==> src/rtl/strap_st_pkg.sv <==
package strap_st_pkg;

    typedef enum logic [2:0] {
        SQ_BOOT,
        SQ_TRACE,
        SQ_LAUNCH,
        SQ_AWAIT,
        SQ_EMIT,
        SQ_DRAIN
    } seq_state_e;

    localparam logic [7:0] CH_ZERO = 8'h30;
    localparam logic [7:0] CH_SP   = 8'h20;
    localparam logic [7:0] CH_CR   = 8'h0D;
    localparam logic [7:0] CH_LF   = 8'h0A;

    // number of bytes in one verdict line for slot number num (1..99)
    function automatic logic [3:0] report_len(input logic [6:0] num);
        return (num >= 7'd10) ? 4'd9 : 4'd8;
    endfunction

    // byte idx of the verdict line for slot number num
    function automatic logic [7:0] report_char(input logic [6:0] num,
                                               input logic       ok,
                                               input logic [3:0] idx);
        logic [6:0] tens;
        logic [6:0] ones;
        logic [3:0] pos;
        logic [7:0] c;
        tens = num / 7'd10;
        ones = num % 7'd10;
        pos  = idx;
        if (num >= 7'd10) begin
            if (idx == 4'd0) begin
                return CH_ZERO + {1'b0, tens};
            end
            pos = idx - 4'd1;
        end
        case (pos)
            4'd0:    c = CH_ZERO + {1'b0, ones};
            4'd1:    c = CH_SP;
            4'd2:    c = ok ? 8'h50 : 8'h46;
            4'd3:    c = 8'h41;
            4'd4:    c = ok ? 8'h53 : 8'h49;
            4'd5:    c = ok ? 8'h53 : 8'h4C;
            4'd6:    c = CH_CR;
            default: c = CH_LF;
        endcase
        return c;
    endfunction

endpackage

==> src/rtl/strap_mode_latch.sv <==
module strap_mode_latch #(
    parameter int SYNC_STAGES = 2
) (
    input  logic clk,
    input  logic rst_n,
    input  logic strap_i,
    output logic mode_valid_o,
    output logic selftest_o
);
    localparam int FILL_W = $clog2(SYNC_STAGES + 1);

    typedef struct packed {
        logic [SYNC_STAGES-1:0] sync;
        logic [FILL_W-1:0]      fill;
        logic                   valid;
        logic                   selftest;
    } latch_t;

    latch_t latch_d, latch_q;

    always_comb begin
        latch_d      = latch_q;
        latch_d.sync = {latch_q.sync[SYNC_STAGES-2:0], strap_i};
        if (!latch_q.valid) begin
            if (latch_q.fill == FILL_W'(SYNC_STAGES)) begin
                latch_d.valid    = 1'b1;
                latch_d.selftest = !latch_q.sync[SYNC_STAGES-1];
            end else begin
                latch_d.fill = latch_q.fill + 1'b1;
            end
        end
    end

    always_ff @(posedge clk or negedge rst_n) begin
        if (!rst_n) begin
            latch_q <= '{sync: '1, fill: '0, valid: 1'b0, selftest: 1'b0};
        end else begin
            latch_q <= latch_d;
        end
    end

    assign mode_valid_o = latch_q.valid;
    assign selftest_o   = latch_q.selftest;

    // once decided, the mode never moves again
    assert_mode_frozen_R3: assert property (@(posedge clk) disable iff (!rst_n)
        latch_q.valid |=> (latch_q.valid && $stable(latch_q.selftest)));

endmodule

==> src/rtl/baud_tick_gen.sv <==
module baud_tick_gen #(
    parameter int DIV = 2604
) (
    input  logic clk,
    input  logic rst_n,
    input  logic run_i,
    output logic tick_o
);
    localparam int CNT_W = (DIV > 1) ? $clog2(DIV) : 1;

    logic [CNT_W-1:0] cnt_d, cnt_q;

    always_comb begin
        tick_o = run_i && (cnt_q == CNT_W'(DIV - 1));
        if (!run_i || tick_o) begin
            cnt_d = '0;
        end else begin
            cnt_d = cnt_q + 1'b1;
        end
    end

    always_ff @(posedge clk or negedge rst_n) begin
        if (!rst_n) begin
            cnt_q <= '0;
        end else begin
            cnt_q <= cnt_d;
        end
    end

endmodule

==> src/rtl/uart_tx_core.sv <==
module uart_tx_core #(
    parameter int DIV = 2604
) (
    input  logic       clk,
    input  logic       rst_n,
    input  logic       valid_i,
    input  logic [7:0] data_i,
    output logic       ready_o,
    output logic       tx_o
);
    typedef struct packed {
        logic       busy;
        logic [9:0] sh;
        logic [3:0] nbits;
    } txr_t;

    txr_t tx_d, tx_q;
    logic tick;

    baud_tick_gen #(.DIV(DIV)) u_baud (
        .clk   (clk),
        .rst_n (rst_n),
        .run_i (tx_q.busy),
        .tick_o(tick)
    );

    always_comb begin
        tx_d = tx_q;
        if (!tx_q.busy) begin
            if (valid_i) begin
                tx_d.busy  = 1'b1;
                tx_d.sh    = {1'b1, data_i, 1'b0};
                tx_d.nbits = '0;
            end
        end else if (tick) begin
            tx_d.sh = {1'b1, tx_q.sh[9:1]};
            if (tx_q.nbits == 4'd9) begin
                tx_d.busy = 1'b0;
            end else begin
                tx_d.nbits = tx_q.nbits + 4'd1;
            end
        end
    end

    always_ff @(posedge clk or negedge rst_n) begin
        if (!rst_n) begin
            tx_q <= '{busy: 1'b0, sh: '1, nbits: '0};
        end else begin
            tx_q <= tx_d;
        end
    end

    assign ready_o = !tx_q.busy;
    assign tx_o    = tx_q.busy ? tx_q.sh[0] : 1'b1;

    // inside a frame the line only moves on a baud tick
    assert_line_holds_between_ticks_R4: assert property (@(posedge clk) disable iff (!rst_n)
        (tx_q.busy && !tick) |=> $stable(tx_o));

endmodule

==> src/rtl/selftest_sequencer.sv <==
module selftest_sequencer
    import strap_st_pkg::*;
#(
    parameter int NUM_TESTS   = 10,
    parameter int TIMEOUT_CYC = 100000
) (
    input  logic                 clk,
    input  logic                 rst_n,
    input  logic                 mode_valid_i,
    input  logic                 selftest_i,
    input  logic                 tx_ready_i,
    input  logic [NUM_TESTS-1:0] test_done_i,
    input  logic [NUM_TESTS-1:0] test_pass_i,
    output logic [NUM_TESTS-1:0] test_start_o,
    output logic                 byte_valid_o,
    output logic [7:0]           byte_data_o
);
    localparam int SLOT_W = (NUM_TESTS > 1) ? $clog2(NUM_TESTS) : 1;
    localparam int TMO_W  = $clog2(TIMEOUT_CYC + 1);

    typedef struct packed {
        seq_state_e        state;
        logic [SLOT_W-1:0] slot;
        logic [TMO_W-1:0]  tmo;
        logic              ok;
        logic [3:0]        chr;
    } seq_t;

    seq_t seq_d, seq_q;
    logic [6:0] slot_num;
    logic [3:0] last_chr;

    assign slot_num = 7'(seq_q.slot) + 7'd1;
    assign last_chr = report_len(slot_num) - 4'd1;

    always_comb begin
        seq_d        = seq_q;
        byte_valid_o = 1'b0;
        byte_data_o  = report_char(slot_num, seq_q.ok, seq_q.chr);
        case (seq_q.state)
            SQ_BOOT: begin
                if (mode_valid_i) begin
                    seq_d.state = selftest_i ? SQ_LAUNCH : SQ_TRACE;
                    seq_d.slot  = '0;
                end
            end
            SQ_TRACE: begin
                seq_d.state = SQ_TRACE;
            end
            SQ_LAUNCH: begin
                seq_d.state = SQ_AWAIT;
                seq_d.tmo   = '0;
            end
            SQ_AWAIT: begin
                if (test_done_i[seq_q.slot]) begin
                    seq_d.ok    = test_pass_i[seq_q.slot];
                    seq_d.chr   = '0;
                    seq_d.state = SQ_EMIT;
                end else if (seq_q.tmo == TMO_W'(TIMEOUT_CYC - 1)) begin
                    seq_d.ok    = 1'b0;
                    seq_d.chr   = '0;
                    seq_d.state = SQ_EMIT;
                end else begin
                    seq_d.tmo = seq_q.tmo + 1'b1;
                end
            end
            SQ_EMIT: begin
                byte_valid_o = 1'b1;
                if (tx_ready_i) begin
                    if (seq_q.chr == last_chr) begin
                        seq_d.state = SQ_DRAIN;
                    end else begin
                        seq_d.chr = seq_q.chr + 4'd1;
                    end
                end
            end
            SQ_DRAIN: begin
                if (tx_ready_i) begin
                    seq_d.state = SQ_LAUNCH;
                    seq_d.slot  = (seq_q.slot == SLOT_W'(NUM_TESTS - 1)) ? '0
                                                                         : seq_q.slot + 1'b1;
                end
            end
            default: seq_d.state = SQ_BOOT;
        endcase
    end

    always_ff @(posedge clk or negedge rst_n) begin
        if (!rst_n) begin
            seq_q <= '{state: SQ_BOOT, slot: '0, tmo: '0, ok: 1'b0, chr: '0};
        end else begin
            seq_q <= seq_d;
        end
    end

    for (genvar g = 0; g < NUM_TESTS; g++) begin : g_start
        assign test_start_o[g] = (seq_q.state == SQ_LAUNCH) && (seq_q.slot == SLOT_W'(g));
    end

    // never more than one slot started at a time
    assert_single_launch_R5: assert property (@(posedge clk) disable iff (!rst_n)
        $onehot0(test_start_o));

    // a slot is only launched with the transmitter idle
    assert_launch_on_quiet_line_R9: assert property (@(posedge clk) disable iff (!rst_n)
        (|test_start_o) |-> tx_ready_i);

    // normal mode never launches tests nor emits reports
    assert_quiet_in_normal_R11: assert property (@(posedge clk) disable iff (!rst_n)
        (mode_valid_i && !selftest_i) |-> (test_start_o == '0 && !byte_valid_o));

    // the wait never runs past its window
    assert_wait_bounded_R8: assert property (@(posedge clk) disable iff (!rst_n)
        (seq_q.state == SQ_AWAIT) |-> (seq_q.tmo <= TMO_W'(TIMEOUT_CYC - 1)));

endmodule

==> src/rtl/strap_selftest_seq.sv <==
module strap_selftest_seq #(
    parameter int CLK_HZ      = 50_000_000,
    parameter int BAUD        = 19200,
    parameter int NUM_TESTS   = 10,
    parameter int TIMEOUT_CYC = 100000,
    parameter int SYNC_STAGES = 2
) (
    input  logic                 clk,
    input  logic                 rst_n,
    input  logic                 rx_strap,
    input  logic                 trace_valid,
    input  logic [7:0]           trace_data,
    output logic                 trace_ready,
    output logic [NUM_TESTS-1:0] test_start,
    input  logic [NUM_TESTS-1:0] test_done,
    input  logic [NUM_TESTS-1:0] test_pass,
    output logic                 selftest_active,
    output logic                 uart_tx
);
    localparam int DIV = (CLK_HZ + BAUD / 2) / BAUD;

    logic       mode_valid;
    logic       selftest;
    logic       tx_ready;
    logic       seq_valid;
    logic [7:0] seq_data;
    logic       tx_valid;
    logic [7:0] tx_data;

    strap_mode_latch #(.SYNC_STAGES(SYNC_STAGES)) u_mode (
        .clk         (clk),
        .rst_n       (rst_n),
        .strap_i     (rx_strap),
        .mode_valid_o(mode_valid),
        .selftest_o  (selftest)
    );

    selftest_sequencer #(
        .NUM_TESTS  (NUM_TESTS),
        .TIMEOUT_CYC(TIMEOUT_CYC)
    ) u_seq (
        .clk         (clk),
        .rst_n       (rst_n),
        .mode_valid_i(mode_valid),
        .selftest_i  (selftest),
        .tx_ready_i  (tx_ready),
        .test_done_i (test_done),
        .test_pass_i (test_pass),
        .test_start_o(test_start),
        .byte_valid_o(seq_valid),
        .byte_data_o (seq_data)
    );

    assign selftest_active = mode_valid && selftest;
    assign trace_ready     = mode_valid && !selftest && tx_ready;
    assign tx_valid        = seq_valid || (trace_valid && trace_ready);
    assign tx_data         = seq_valid ? seq_data : trace_data;

    uart_tx_core #(.DIV(DIV)) u_tx (
        .clk    (clk),
        .rst_n  (rst_n),
        .valid_i(tx_valid),
        .data_i (tx_data),
        .ready_o(tx_ready),
        .tx_o   (uart_tx)
    );

    // the trace path is closed while self-test runs
    assert_trace_blocked_R11: assert property (@(posedge clk) disable iff (!rst_n)
        selftest_active |-> !trace_ready);

endmodule

==> config.mk <==
export PLATFORM = sky130hd
export DESIGN_NAME = strap_selftest_seq
export DESIGN_NICKNAME = d
export VERILOG_FILES = /design/src/rtl/strap_st_pkg.sv /design/src/rtl/strap_mode_latch.sv /design/src/rtl/baud_tick_gen.sv /design/src/rtl/uart_tx_core.sv /design/src/rtl/selftest_sequencer.sv /design/src/rtl/strap_selftest_seq.sv
export SDC_FILE = /design/constraint.sdc
export NUM_CORES = 1
export LEC_CHECK = 0
export BUFFER_PORTS_ARGS = -buffer_cell sky130_fd_sc_hd__buf_2
export CORE_MARGIN = 2
export CORE_UTILIZATION = 50
export DETAILED_ROUTE_END_ITERATION = 16
export PLACE_DENSITY_LB_ADDON = 0.08
export SYNTH_ARGS = -nofsm -noshare
export SYNTH_HDL_FRONTEND = slang
export SYNTH_SLANG_ARGS = --single-unit
export TNS_END_PERCENT = 100
==> constraint.sdc <==
create_clock -name clk -period 10.5 [get_ports clk]
set_clock_uncertainty 0.05 [all_clocks]
set_input_delay 1.575 -clock clk [delete_from_list [all_inputs] [get_ports clk]]
set_output_delay 1.575 -clock clk [all_outputs]
set_load 0.02 [all_outputs]
## After elaboration in Yosys (flattened, before gate mapping)

Index checks and enable logic that the tools add are counted.

| cells by class | value |
|---|---|
| add/subtract/negate cells | 11 |
| order comparisons | 2 |
| equal/unequal tests | 35 |
| multiplexer cells | 47 |
| divide/modulo/power cells | 2 |
| reduce and logical (&&, ||, !) cells | 38 |
| bitwise gates (word level) | 2 |

Operators with widths:

| kind | number |
|---|---|
| case mux 8 bit (7 select lines) | 1 |
| 2-to-1 mux 15 bit | 3 |
| 2-to-1 mux 17 bit | 2 |
| case mux 17 bit (2 select lines) | 1 |
| 2-to-1 mux 8 bit | 4 |
| equality test 4 x 3 -> 1 bit, second input constant | 7 |
| 2-to-1 mux 5 bit | 5 |
| 2-to-1 mux 4 bit | 6 |
| case mux 3 bit (6 select lines) | 1 |
| adder 17 x 1 -> 17 bit, second input constant | 1 |
| equality test 17 bit, second input constant | 1 |
| adder 6 x 7 -> 8 bit, first input constant | 2 |
| equality test 4 x 2 -> 1 bit, second input constant | 4 |
| != test 2 bit, second input constant | 8 |
| case mux 4 bit (2 select lines) | 2 |
| logical AND 1 bit | 15 |
| 2-to-1 mux 7 bit | 2 |
| adder 12 x 1 -> 12 bit, second input constant | 1 |
| adder 4 x 1 -> 4 bit, second input constant | 3 |
| equality test 12 bit, second input constant | 1 |
| equality test 4 bit, second input constant | 3 |
| logical NOT 4 bit | 3 |
| 2-to-1 mux 12 bit | 1 |
| 2-to-1 mux 3 bit | 4 |
| 27 further kinds | 56 |

| word-level totals | value |
|---|---|
| word-level logic and storage cells | 150 |
| input port bits | 32 |
| register bits | 62 |
| output and inout port bits | 13 |

## Depth between registers and ports, before layout

| logic depth | value |
|---|---|
| depth after elaboration | 11 |
| mapped depth | 19 |
| mapped depth without buffers | 16 |

## Hierarchy

Synthesis repeated with hierarchy kept, for this count alone.

| unflattened totals | value |
|---|---|
| cells, all modules | 491 |
| area total of the unflattened synthesis | 4595.7 sq um |

Modules (own cells, without submodules):

| module | times used | seq. area each (sq um) | cells each | area an instance (sq um) |
|---|---|---|---|---|
| selftest_sequencer | 1 | 725.7 | 315 | 2692.6 |
| uart_tx_core | 1 | 387.9 | 84 | 868.3 |
| baud_tick_gen | 1 | 300.3 | 65 | 663.1 |
| strap_mode_latch | 1 | 152.6 | 15 | 216.5 |
| strap_selftest_seq | 1 | 0.0 | 12 | 155.1 |

## Least setup slack after synthesis

Ideal clock, no wire load.

| path | value |
|---|---|
| path type | reg-to-reg |
| start | register u_seq.seq_q[22] in the netlist's numbering |
| end | register u_tx.tx_q[11] in the netlist's numbering |
| cell stages (with the launch flop) | 20 |
| data arrival time | 3551 ps |
| buffers on the path | 3 |
| period minus slack after synthesis | 3692 ps |
| slack | 6808 ps |
| library setup time | 91 ps |
| required time | 10359 ps |
| cells stage by stage | dfrtp_1 -> ha_1 -> buf_2 -> clkbuf_1 -> or2_2 -> a21oi_1 -> a21oi_1 -> ha_1 -> clkbuf_1 -> nand2_1 -> a211o_1 -> a311oi_1 -> a41o_1 -> o21a_1 -> nor2_1 -> ha_1 -> and2_1 -> a21oi_1 -> a31oi_1 -> o31ai_1 |

| between the ends | value |
|---|---|
| longest elaborated chain between the ends | 9 |
| elaborated cells between the ends (all ways) | 22 |
| classes of those cells | 3 x add/sub; 2 x div; 1 x order compare; 6 x eq/ne; 9 x mux; 1 x reduce/logical |

RTL lines:

| what | RTL line | text |
|---|---|---|
| from (decl) | selftest_sequencer.sv:29 | `seq_t seq_d, seq_q;` |
| from (signal assigned) | selftest_sequencer.sv:90 | `seq_q <= '{state: SQ_BOOT, slot: '0, tmo: '0, ok: 1'b0, chr: '0};` |
| from (signal assigned) | selftest_sequencer.sv:92 | `seq_q <= seq_d;` |
| adder 4 x 1 -> 5 bit (*) | selftest_sequencer.sv:33 | `assign slot_num = 7'(seq_q.slot) + 7'd1;` |
| divider 7 x 4 -> 7 bit or greater-or-equal comparator 7 x 4 -> 1 bit (tied branches) | strap_st_pkg.sv:30, strap_st_pkg.sv:33 |  |
| adder 6 x 7 -> 8 bit or 2-to-1 mux 4 bit (tied branches) | strap_st_pkg.sv:35, strap_st_pkg.sv:33 |  |
| 2-to-1 mux 8 bit (tied with other cells) | strap_st_pkg.sv:34 | `if (idx == 4'd0) begin` |
| 2-to-1 mux 8 bit or case mux 8 bit (7 select lines) (tied branches) | strap_st_pkg.sv:33, strap_st_pkg.sv:39 |  |
| 2-to-1 mux 8 bit (*) | strap_st_pkg.sv:39 | `case (pos)` |
| 2-to-1 mux 8 bit (*) | strap_selftest_seq.sv:57 | `assign tx_data = seq_valid ? seq_data : trace_data;` |
| 2-to-1 mux 15 bit (*) | uart_tx_core.sv:30 | `if (valid_i) begin` |
| 2-to-1 mux 15 bit (*) | uart_tx_core.sv:29 | `if (!tx_q.busy) begin` |
| to (signal assigned) | uart_tx_core.sv:47 | `tx_q <= '{busy: 1'b0, sh: '1, nbits: '0};` |
| to (signal assigned) | uart_tx_core.sv:49 | `tx_q <= tx_d;` |
| to (decl) | uart_tx_core.sv:17 | `txr_t tx_d, tx_q;` |

Mark *: on every way between the ends. The rest lies on a longest branch, timed or not. The select of a mux whose other input is x is not followed.
A chain may end at the register's enable or synchronous reset.

## Final worst setup path

| path | value |
|---|---|
| start | register u_seq.seq_q[22] in the netlist's numbering |
| end | register u_tx.tx_q[10] in the netlist's numbering |

Same word-level chain as after synthesis.

==> results by group <==
Synthesis
  – Register area share after synthesis: 35.38%
  – Synth area leaders: dfrtp_1 28%, dfstp_2 7.1%, nor2_1 4.9%
  – Top FF cell, synth: dfrtp_1
  – Mux cell area share after synthesis: 5.595%
  – Largest family of logic cells by synthesized area: simple AND/OR/NAND/NOR gates
  – Synth Area in Simple Gates: 27.58%
  – Count of state elements after synthesis: 62
  – Synth warn: 0
  – Synth Area in Adders: 3.673%
  – Synth async-reset ratio: 100.0%
  – Post-synth top area share: 28.26%
  – Cell Area, Synth: 4428 µm²
  – Compound-cell area share of the yosys netlist: 17.83%
  – Post-Synthesis Net Count: 562
  – Number of flops mapped to enable cells by yosys: 0
  – Xor-xnor portion of the synthesized cell area: 5.736%
  – Cell taking the most area after synthesis: dfrtp_1
  – Cells after Synth: 517
  – Syn avg cell area: 8.565 µm²
  – Distinct cell type count after synthesis: 69

Final layout
  – Most common cell after layout, fill and taps aside: nor2_1
  – Final nets: 592
  – Fin cells: 660
  – Layout cells sized above 1: 18.48%
  – Antenna cells: 0
  – Synth-to-Final Area Change: 10.85%
  – Most frequent cells in the layout: 58 x nor2_1, 52 x nand2_1, 50 x dfrtp_1

Placement
  – HPWL after DPL: 7136 µm
  – Placed instance count: 644
  – Number of port buffers: 44
  – Final GP Congestion: 0.7852

STA
  – Final Hold Viols: 0
  – Actual slew at the worst max-slew pin: 798.1 ps
  – Slew margin rel.: 46.79%
  – Fin Setup TNS: 0 ps
  – RSZ-0062 raised after global routing: no
  – Maximum clock frequency: 216.6 MHz
  – Part of the cycle the worst path needs: 43.97%
  – Shortest period the worst path allows: 4616 ps
  – Final setup violation count: 0
  – Max Slew Vio Count: 0

Power and ir drop
  – PD cells: 180.1 nW/µm²
  – Pleak: 2.100 nW
  – Tot Pwr: 0.8841 mW
  – Max VDD drop: 0.09381 mV

Setup path
  – Worst EP required: 10700 ps
  – Startpoint types: flop
  – Crit end category: flop
  – Critical path class: flop to flop
  – Maximum fanout along the worst path: 24
  – Critical Path AT: 4810 ps

Floorplan
  – Die ar.: 9625 µm²
  – Core area: 8636 µm²
  – Initial Util: 51.27%
  – I/O Pins: 45
  – # rows: 34
  – Height of the die: 98.11 µm
  – Die width: 98.11 µm

Routing
  – Residual DRC count: 0
  – Via count: 3811
  – ANT nets after route: 0
  – DRT Pass-1 Iters: 5
  – Routed WL: 9826 µm
  – Routed vias/inst: 5.774
  – DR iter-0 viols: 204
  – Wirelength per Cell: 14.89 µm

Clock network
  – Htree depth: 3
  – CTS tree: built
  – CTS Root Cell: clkbuf_8
  – Resize count post-CTS: 0
  – Clock Path Buffers: 2
  – Worst skew pair latency: 340 ps
  – Clock slew at reported path FFs: 80 ps
  – Sink Count: 62
  – Setup Buffers After CTS: 0
  – Post-CTS Hold Fix Bufs: 0
  – CTS Buf Count: 9

GRT
  – GRT busiest layer: met2
  – Met2 Use GR: 32.98%
  – Total congestion overflow: 0
  – First-pass GRT wire length: 17000 µm
  – GR Util met3: 4.366%
  – Vias in the first global route: 3541
  – Antenna violations before repair: 0
  – Largest net degree at the start of global routing: 63
  – Total GRT Usage: 21.25%
  – Met1 usage: 31.46%

Run
  – Total of max-cap violations: 0

Min path
  – Hold crit path type: flop to flop

Run status
  – Status: finished, final reports clean
-- layout make-up --
class / instances / area (µm²)
Inverter: 16 / 60.06
Fill cell: 803 / 3727
Clock buffer: 9 / 123.9
Tap cell: 108 / 135.1
Sequential cell: 62 / 1567
Multi-Input combinational cell: 411 / 2675
Clock inverter: 7 / 105.1
Timing Repair Buffer: 47 / 242.7
-- sequential cells by signal, indices dropped and copies added (netlist names) --
signal,flops
u_mode.latch_q,3
u_mode.latch_d,1
u_seq.seq_q,29
u_tx.tx_q,15
u_mode.mode_valid_o,1
u_tx.u_baud.cnt_q,12
u_mode.selftest_o,1
-- final timing paths --
path                                        start                end  slack (ps)  cells past startpoint
worst min-delay path            u_mode.latch_d[5]  u_mode.latch_q[5]         310                      0
worst min register to register  u_mode.latch_d[5]  u_mode.latch_q[5]         310                      0
worst max-delay path              u_seq.seq_q[22]      u_tx.tx_q[10]        5880                     15
max in group asynchronous                   rst_n    u_seq.seq_q[24]        8520                      2
min in group asynchronous                   rst_n       u_tx.tx_q[0]        1350                      2
worst max register to register    u_seq.seq_q[22]      u_tx.tx_q[10]        5880                     15
-- critical path: stages (launching register included) --
cell      delay, ps
dfrtp_1         710
ha_1            710
or2_2           220
a21oi_1          60
a21oi_1         140
ha_1            480
nand2_1         230
a211o_1         360
a311oi_1        270
a41o_1          200
o21a_1          170
nor2_1           50
ha_1            280
a211oi_1        260
nor2_1           80
o31ai_1         250
-- logic make-up after synthesis --
group / count (synthesis)
AOI/OAI and AO/OA: 116
xor gates and xnor gates: 29
adders and majority gates: 13
and+or+nand+nor: 235
DFF: 62
buffers and inverters: 44
muxes: 18
-- power by group --
part / internal [mW] / total, mW / switching, mW
sequential: 0.291 / 0.357 / 0.0656
combinational: 0.123 / 0.284 / 0.161
clock: 0.137 / 0.243 / 0.106
-- synthesized netlist by cell type (4+ instances only) --
cell / number
a211oi_1: 5
a21o_1: 4
a21oi_1: 26
a222oi_1: 6
a22o_1: 4
a31oi_1: 5
and2_1: 12
and3_1: 14
buf_2: 5
clkbuf_1: 20
dfrtp_1: 50
dfstp_2: 12
ha_1: 13
inv_1: 16
mux2_2: 4
mux2i_1: 7
mux4_2: 4
nand2_1: 52
nand2b_1: 15
nand3_1: 21
nand4_1: 6
nor2_1: 58
nor2b_1: 8
nor3_1: 13
nor3b_1: 5
o21ai_0: 27
o22ai_1: 4
o31ai_1: 7
or2_2: 4
or3_1: 4
xnor2_1: 14
xor2_1: 15
-- metal layers --
| layer | up-vias | part of all wire, % |
|---|---|---|
| li1 | 1922 | - |
| met1 | 1786 | 50 |
| met2 | 96 | 45 |
| met3 | 7 | 4.1 |
| met4 | 0 | 0.62 |
| met5 | - | 0 |
-- metrics by stage --
step / utilization [%] / hold WS (ps) / setup WS, ps / area, µm²
after floorplan: - / 295.2 / 6808 / 4428
after global placement: 54.19 / 299.7 / 6094 / 4679
after detailed placement: 54.19 / 301.3 / 5915 / 4679
after CTS: 56.84 / 313.8 / 5889 / 4908
after global routing: 56.84 / 321.1 / 5275 / 4908
final: 56.84 / 310.8 / 5884 / 4908
Note: power is estimated with default switching activity, not from simulation.
